[config.mk]
export PLATFORM = sky130hd
export DESIGN_NAME = sdiv_top
export DESIGN_NICKNAME = d
export VERILOG_FILES = /design/src/rtl/sdiv_pkg.sv /design/src/rtl/sdiv_cfg_hold.sv /design/src/rtl/sdiv_limit.sv /design/src/rtl/sdiv_tick.sv /design/src/rtl/sdiv_top.sv
export SDC_FILE = /design/constraint.sdc
export NUM_CORES = 1
export LEC_CHECK = 0
export BUFFER_PORTS_ARGS = -buffer_cell sky130_fd_sc_hd__buf_4
export CAP_MARGIN = 0
export CELL_PAD_IN_SITES_DETAIL_PLACEMENT = 1
export CELL_PAD_IN_SITES_GLOBAL_PLACEMENT = 2
export CORE_MARGIN = 10
export CORE_UTILIZATION = 33
export DETAILED_ROUTE_END_ITERATION = 10
export GPL_TIMING_DRIVEN = 0
export PLACE_DENSITY_LB_ADDON = 0.1
export SYNTH_ARGS = -nofsm -noshare
export SYNTH_HDL_FRONTEND = slang
export SYNTH_HIERARCHICAL = 1
export SYNTH_SLANG_ARGS = --single-unit
export TNS_END_PERCENT = 50
[constraint.sdc]
create_clock -name clk -period 3.15 [get_ports clk]
set_clock_uncertainty 0.05 [all_clocks]
set_input_delay 0.63 -clock clk [delete_from_list [all_inputs] [get_ports clk]]
set_output_delay 0.63 -clock clk [all_outputs]
set_load 0.03 [all_outputs]
[src/rtl/sdiv_pkg.sv]
package sdiv_pkg;
  // Law selected by the top bit of the divider word
  typedef enum logic {
    LAW_EXP = 1'b0,
    LAW_LIN = 1'b1
  } div_law_e;

  function automatic int max2(input int a, input int b);
    return (a > b) ? a : b;
  endfunction
endpackage

[src/rtl/sdiv_cfg_hold.sv]
// Samples the divider word while idle and holds it through a burst.
module sdiv_cfg_hold
  import sdiv_pkg::*;
#(
  parameter int LIN_W = 8,
  parameter int EXP_W = 4,
  localparam int CFG_W = LIN_W + EXP_W + 1
) (
  input  logic             clk,
  input  logic             rst,
  input  logic             run,
  input  logic [CFG_W-1:0] div_cfg,
  output logic [LIN_W-1:0] lin_n,
  output logic [EXP_W-1:0] exp_m,
  output div_law_e         law
);
  always_ff @(posedge clk) begin
    if (rst || !run) begin
      lin_n <= div_cfg[LIN_W-1:0];
      exp_m <= div_cfg[LIN_W+EXP_W-1:LIN_W];
      law   <= div_law_e'(div_cfg[CFG_W-1]);
    end
  end

  // held fields do not move while a burst continues
  assert_cfg_frozen_R8: assert property (@(posedge clk) disable iff (rst)
    (run && $past(run)) |-> ($stable(lin_n) && $stable(exp_m) && $stable(law)));
endmodule

[src/rtl/sdiv_limit.sv]
// Turns the held fields into the terminal count (phase length minus one).
module sdiv_limit
  import sdiv_pkg::*;
#(
  parameter int LIN_W = 8,
  parameter int EXP_W = 4,
  localparam int LIM_W = max2(LIN_W, (1 << EXP_W) - 1)
) (
  input  logic [LIN_W-1:0] lin_n,
  input  logic [EXP_W-1:0] exp_m,
  input  div_law_e         law,
  output logic [LIM_W-1:0] lim
);
  logic [LIM_W-1:0] lin_lim;
  logic [LIM_W:0]   exp_pow;
  logic [LIM_W:0]   exp_lim_w;

  generate
    if (LIN_W < LIM_W) begin : g_lin_ext
      assign lin_lim = {{(LIM_W-LIN_W){1'b0}}, lin_n};
    end else begin : g_lin_same
      assign lin_lim = lin_n;
    end
  endgenerate

  always_comb begin
    exp_pow   = (LIM_W+1)'(1) << exp_m;
    exp_lim_w = exp_pow - (LIM_W+1)'(1);
    lim       = (law == LAW_LIN) ? lin_lim : exp_lim_w[LIM_W-1:0];
  end
endmodule

[src/rtl/sdiv_tick.sv]
// Phase counter: pulses tick on the last module clock of each phase.
module sdiv_tick #(
  parameter int LIM_W = 15
) (
  input  logic             clk,
  input  logic             rst,
  input  logic             run,
  input  logic [LIM_W-1:0] lim,
  output logic             tick
);
  logic [LIM_W-1:0] cnt;

  always_ff @(posedge clk) begin
    if (rst || !run)      cnt <= '0;
    else if (cnt == lim)  cnt <= '0;
    else                  cnt <= cnt + LIM_W'(1);
  end

  assign tick = run && (cnt == lim);

  // the count never passes the terminal value during a burst
  assert_cnt_in_range_R1: assert property (@(posedge clk) disable iff (rst)
    run |-> (cnt <= lim));
endmodule

[src/rtl/sdiv_top.sv]
module sdiv_top
  import sdiv_pkg::*;
#(
  parameter int LIN_W = 8,
  parameter int EXP_W = 4,
  localparam int CFG_W = LIN_W + EXP_W + 1,
  localparam int LIM_W = max2(LIN_W, (1 << EXP_W) - 1)
) (
  input  logic             clk,
  input  logic             rst,
  input  logic             run,
  input  logic             cpol,
  input  logic [CFG_W-1:0] div_cfg,
  output logic             sclk,
  output logic             lead_stb,
  output logic             trail_stb
);
  logic [LIN_W-1:0] lin_n;
  logic [EXP_W-1:0] exp_m;
  div_law_e         law;
  logic [LIM_W-1:0] lim;
  logic             tick;
  logic             away;

  sdiv_cfg_hold #(.LIN_W(LIN_W), .EXP_W(EXP_W)) cfg_i (
    .clk(clk), .rst(rst), .run(run), .div_cfg(div_cfg),
    .lin_n(lin_n), .exp_m(exp_m), .law(law)
  );

  sdiv_limit #(.LIN_W(LIN_W), .EXP_W(EXP_W)) lim_i (
    .lin_n(lin_n), .exp_m(exp_m), .law(law), .lim(lim)
  );

  sdiv_tick #(.LIM_W(LIM_W)) tick_i (
    .clk(clk), .rst(rst), .run(run), .lim(lim), .tick(tick)
  );

  always_ff @(posedge clk) begin
    if (rst || !run) begin
      sclk      <= cpol;
      away      <= 1'b0;
      lead_stb  <= 1'b0;
      trail_stb <= 1'b0;
    end else begin
      lead_stb  <= tick && !away;
      trail_stb <= tick && away;
      if (tick) begin
        sclk <= ~sclk;
        away <= ~away;
      end
    end
  end

  // idle forces the cpol level and silences the strobes
  assert_idle_level_R7: assert property (@(posedge clk) disable iff (rst)
    !run |=> (sclk == $past(cpol) && !lead_stb && !trail_stb));

  // strobes are exclusive
  assert_strobe_excl_R9: assert property (@(posedge clk) disable iff (rst)
    !(lead_stb && trail_stb));

  // every strobe coincides with an sclk change made while running
  assert_strobe_moves_R9: assert property (@(posedge clk) disable iff (rst)
    (lead_stb || trail_stb) |-> ($past(run) && sclk != $past(sclk)));

  // every sclk change during a burst carries a strobe
  assert_edge_strobed_R9: assert property (@(posedge clk) disable iff (rst)
    ($past(run) && run && sclk != $past(sclk)) |-> (lead_stb || trail_stb));
endmodule

==> flow_summary.yaml <==
logic_synthesis:
  syn_nets: 189
  syn_inst: 170
  synth_top_area_share_pct: 24.44
  async_reset_ff_share_pct: 0
  ys_seq_area_share_pct: 45.38
  synth_ff_type: "dfxtp_1"
  synthTopCellsByCount: "dfxtp_1, xnor2_1, nor3_1"
  synth_edf_count: 14
  synth_largest_area_cell: "edfxtp_1"
  synth_cell_types: 49
  synth.area.top_cells: "edfxtp_1, dfxtp_1, xnor2_1"
  syn_area_mm2: 0.001720
  synth_warnings: 6
  ys_ff_latch: 32
  avgSynthCellArea_um2: 10.12
min_path:
  hold_depth: 1
  worstHoldPathType: "flip-flop to flip-flop"
timing:
  layout_min_cycle_time_ns: 2.868
  hold_viol_final: 0
  finalSetupViolCount: 0
  setup_ws_ns: 0.2816
  slew_viol_final: 0
  clock.fmax_mhz: 348.6
  worst_slew_margin_rel_pct: 59.38
  worst_slew_pin_slew_ns: 0.6092
  rsz0062_at_grt: "false"
  fin_crit_sh_pct: 91.06
  finalSetupTns_ns: 0
global_route:
  grt_pass1_wl_um: 7472
  antenna_found_initial: 0
  track_usage_pct: 10.89
  grt_pass1_vias: 1494
  grt_start_max_net_pins: 14
  overflow: 0
worst_setup_path:
  cpMaxStageDelayCell: "edfxtp_1"
  cp_slowest_stage_delay_ns: 0.41
  startpoint_type: "flip-flop"
  endpoint_kind: "flip-flop"
  worstPathCellList: "clkbuf_4, nor2_1, nand3b_1, ha_4, and2_1, o211ai_1, a21oi_2, xnor2_1, nand4_1, nor4_4, and2_4, or2_1"
  r2r_cells: 12
  cp.required_ns: 3.10
  arrival_ns: 2.82
  critical_path_class: "flip-flop to flip-flop"
  critPathMaxFanout: 10
placed_design:
  gp_congestion: 0.8173
  dp_hpwl_um: 3215
  placed_area_mm2: 0.001951
  pre_cts_ws_ns: -0.4608
  port_buffers: 19
floorplan:
  core-area_mm2: 0.005075
  die_w_um: 92.21
  num_io_pins: 20
  start_util_pct: 33.90
  die_h_um: 92.21
  fp-row-count: 26
  die_area_mm2: 0.008502
power:
  p_sw_mw: 0.2415
  totalPowerFinal_mw: 1.013
  pwr-share-comb_pct: 14.0
  leakagePower_nw: 0.7342
  clkPwrFrac_pct: 40.5
  powerDensity_mw_per_mm2: 478.6
  internal_power_mw: 0.7718
  swShare_pct: 23.83
  ir_drop_mv: 0.2239
  sequentialPowerShare_pct: 45.5
final_layout:
  finalNetCount: 216
  final_area_mm2: 0.002117
  area_growth_syn_to_layout_pct: 23.05
  n_antenna_cell: 0
  final_layout_size_suffix_gt1_share_pct: 27.27
  fin_util_pct: 41.72
cts:
  cts_tree: "done"
  cts.sinks: 32
  h-tree-depth: 2
  clk_pin_slew_worst_paths_ns: 0.07
  clk_latency_ns: 0.28
  clockRootBuffer: "clkbuf_8"
  numCtsBuffers: 5
  cts.path.max_buffers: 2
route:
  drt-initial-drc-count: 67
  wirelength_um: 4350
  post-route-drc-count: 0
  dr.pass1.iters: 4
  wire_per_inst_um: 16.23
  avgViaCountPerCell: 5.097
  ant_nets: 0
  vias: 1366
status:
  status: "complete, no violations"
job:
  maxCapViolCount: 0
## logic make-up (layout without fill, tap and decap cells)
| logic type | Yosys count | after routing | synth area share (%) |
|---|---|---|---|
| muxes | 2 | 2 | 1.236 |
| and+or+nand+nor | 73 | 73 | 26.33 |
| buffers and inverters | 13 | 41 | 3.709 |
| AOI/OAI and AO/OA | 22 | 22 | 8.655 |
| DFF | 32 | 32 | 45.38 |
| adders and majority gates | 2 | 2 | 1.454 |
| xor gates and xnor gates | 26 | 26 | 13.24 |
## stage by stage
stage	cells	hold WS, ns
2_1_floorplan	170	0.3950
3_3_place_gp	259	0.4191
3_5_place_dp	259	0.4181
4_1_cts	269	0.4285
5_1_grt	268	0.4508
6_report	268	0.4265
## power by group through the flow
stage               clock (mW)  combinational (mW)  sequential (mW)
detailed placement           0               0.133            0.471
global route             0.442               0.157            0.464
CTS                      0.424               0.139            0.462
floorplan                    0              0.0907            0.471
finish                   0.410               0.141            0.461
global placement             0               0.130            0.470
## cells in the final DEF, fill, tap and decap left out, types with 2 or more instances in the layout
cell type and n:
inv_1 3, o21ai_0 7, nand2b_1 3, a21oi_1 3, xor2_1 8, nand4_1 8
edfxtp_1 14, a211oi_1 3, and2_1 2, nor3_1 15, nand3_1 3, dfxtp_1 18
clkbuf_1 3, nand2_1 12, or3_1 2, buf_4 22, buf_2 3, clkbuf_8 6
xnor2_1 18, nor2_1 8
## timing repair
item,CTS,global route
buffers inserted,2,0
gates resized for setup,6,5
endpoints found under the setup margin,19,19
hold buffers,0,0
pin swaps,1,1
## layout make-up
type	count	area, um2
Clock inverter	2	33.78
Inverter	3	11.26
Multi-Input combinational cell	125	910.9
Timing Repair Buffer	21	157.7
Sequential cell	32	780.7
Buffer	9	52.55
Clock buffer	6	82.58
Fill cell	589	2958
Tap cell	70	87.58
## routing by layer
layer	share of wire, %	track usage [%]	vias up
li1	-	-	668
met1	48	13.75	671
met2	47	16.94	19
met3	3.1	3.341	8
met4	1.9	4.242	0
met5	0	0	-
## worst paths after layout
| kind | to | slack (ns) | startpoint |
|---|---|---|---|
| worst max-delay path | sclk | 0.28 | cfg_i/exp_m[3] |
| worst min-delay path | lead_stb | 0.43 | away |
| worst max register to register | sclk | 0.28 | cfg_i/exp_m[3] |
| worst min register to register | lead_stb | 0.43 | away |
## registers in the layout, summed over array words and instances (netlist names)
signal / count
lead_stb: 1
away: 1
cfg_i/exp_m: 4
tick_i/cnt: 15
cfg_i/lin_n: 8
sclk: 1
trail_stb: 1
cfg_i/law: 1
## worst max-delay path, delay by kind of cell (launching register included)
| kind | cells | cell delay, ns |
|---|---|---|
| AOI/OAI and AO/OA | 2 | 0.31 |
| buffers and inverters | 1 | 0.21 |
| xor gates and xnor gates | 1 | 0.15 |
| and+or+nand+nor | 7 | 1.25 |
| adders and majority gates | 1 | 0.22 |
| DFF | 1 | 0.41 |
(Power assumes the default switching activity.)
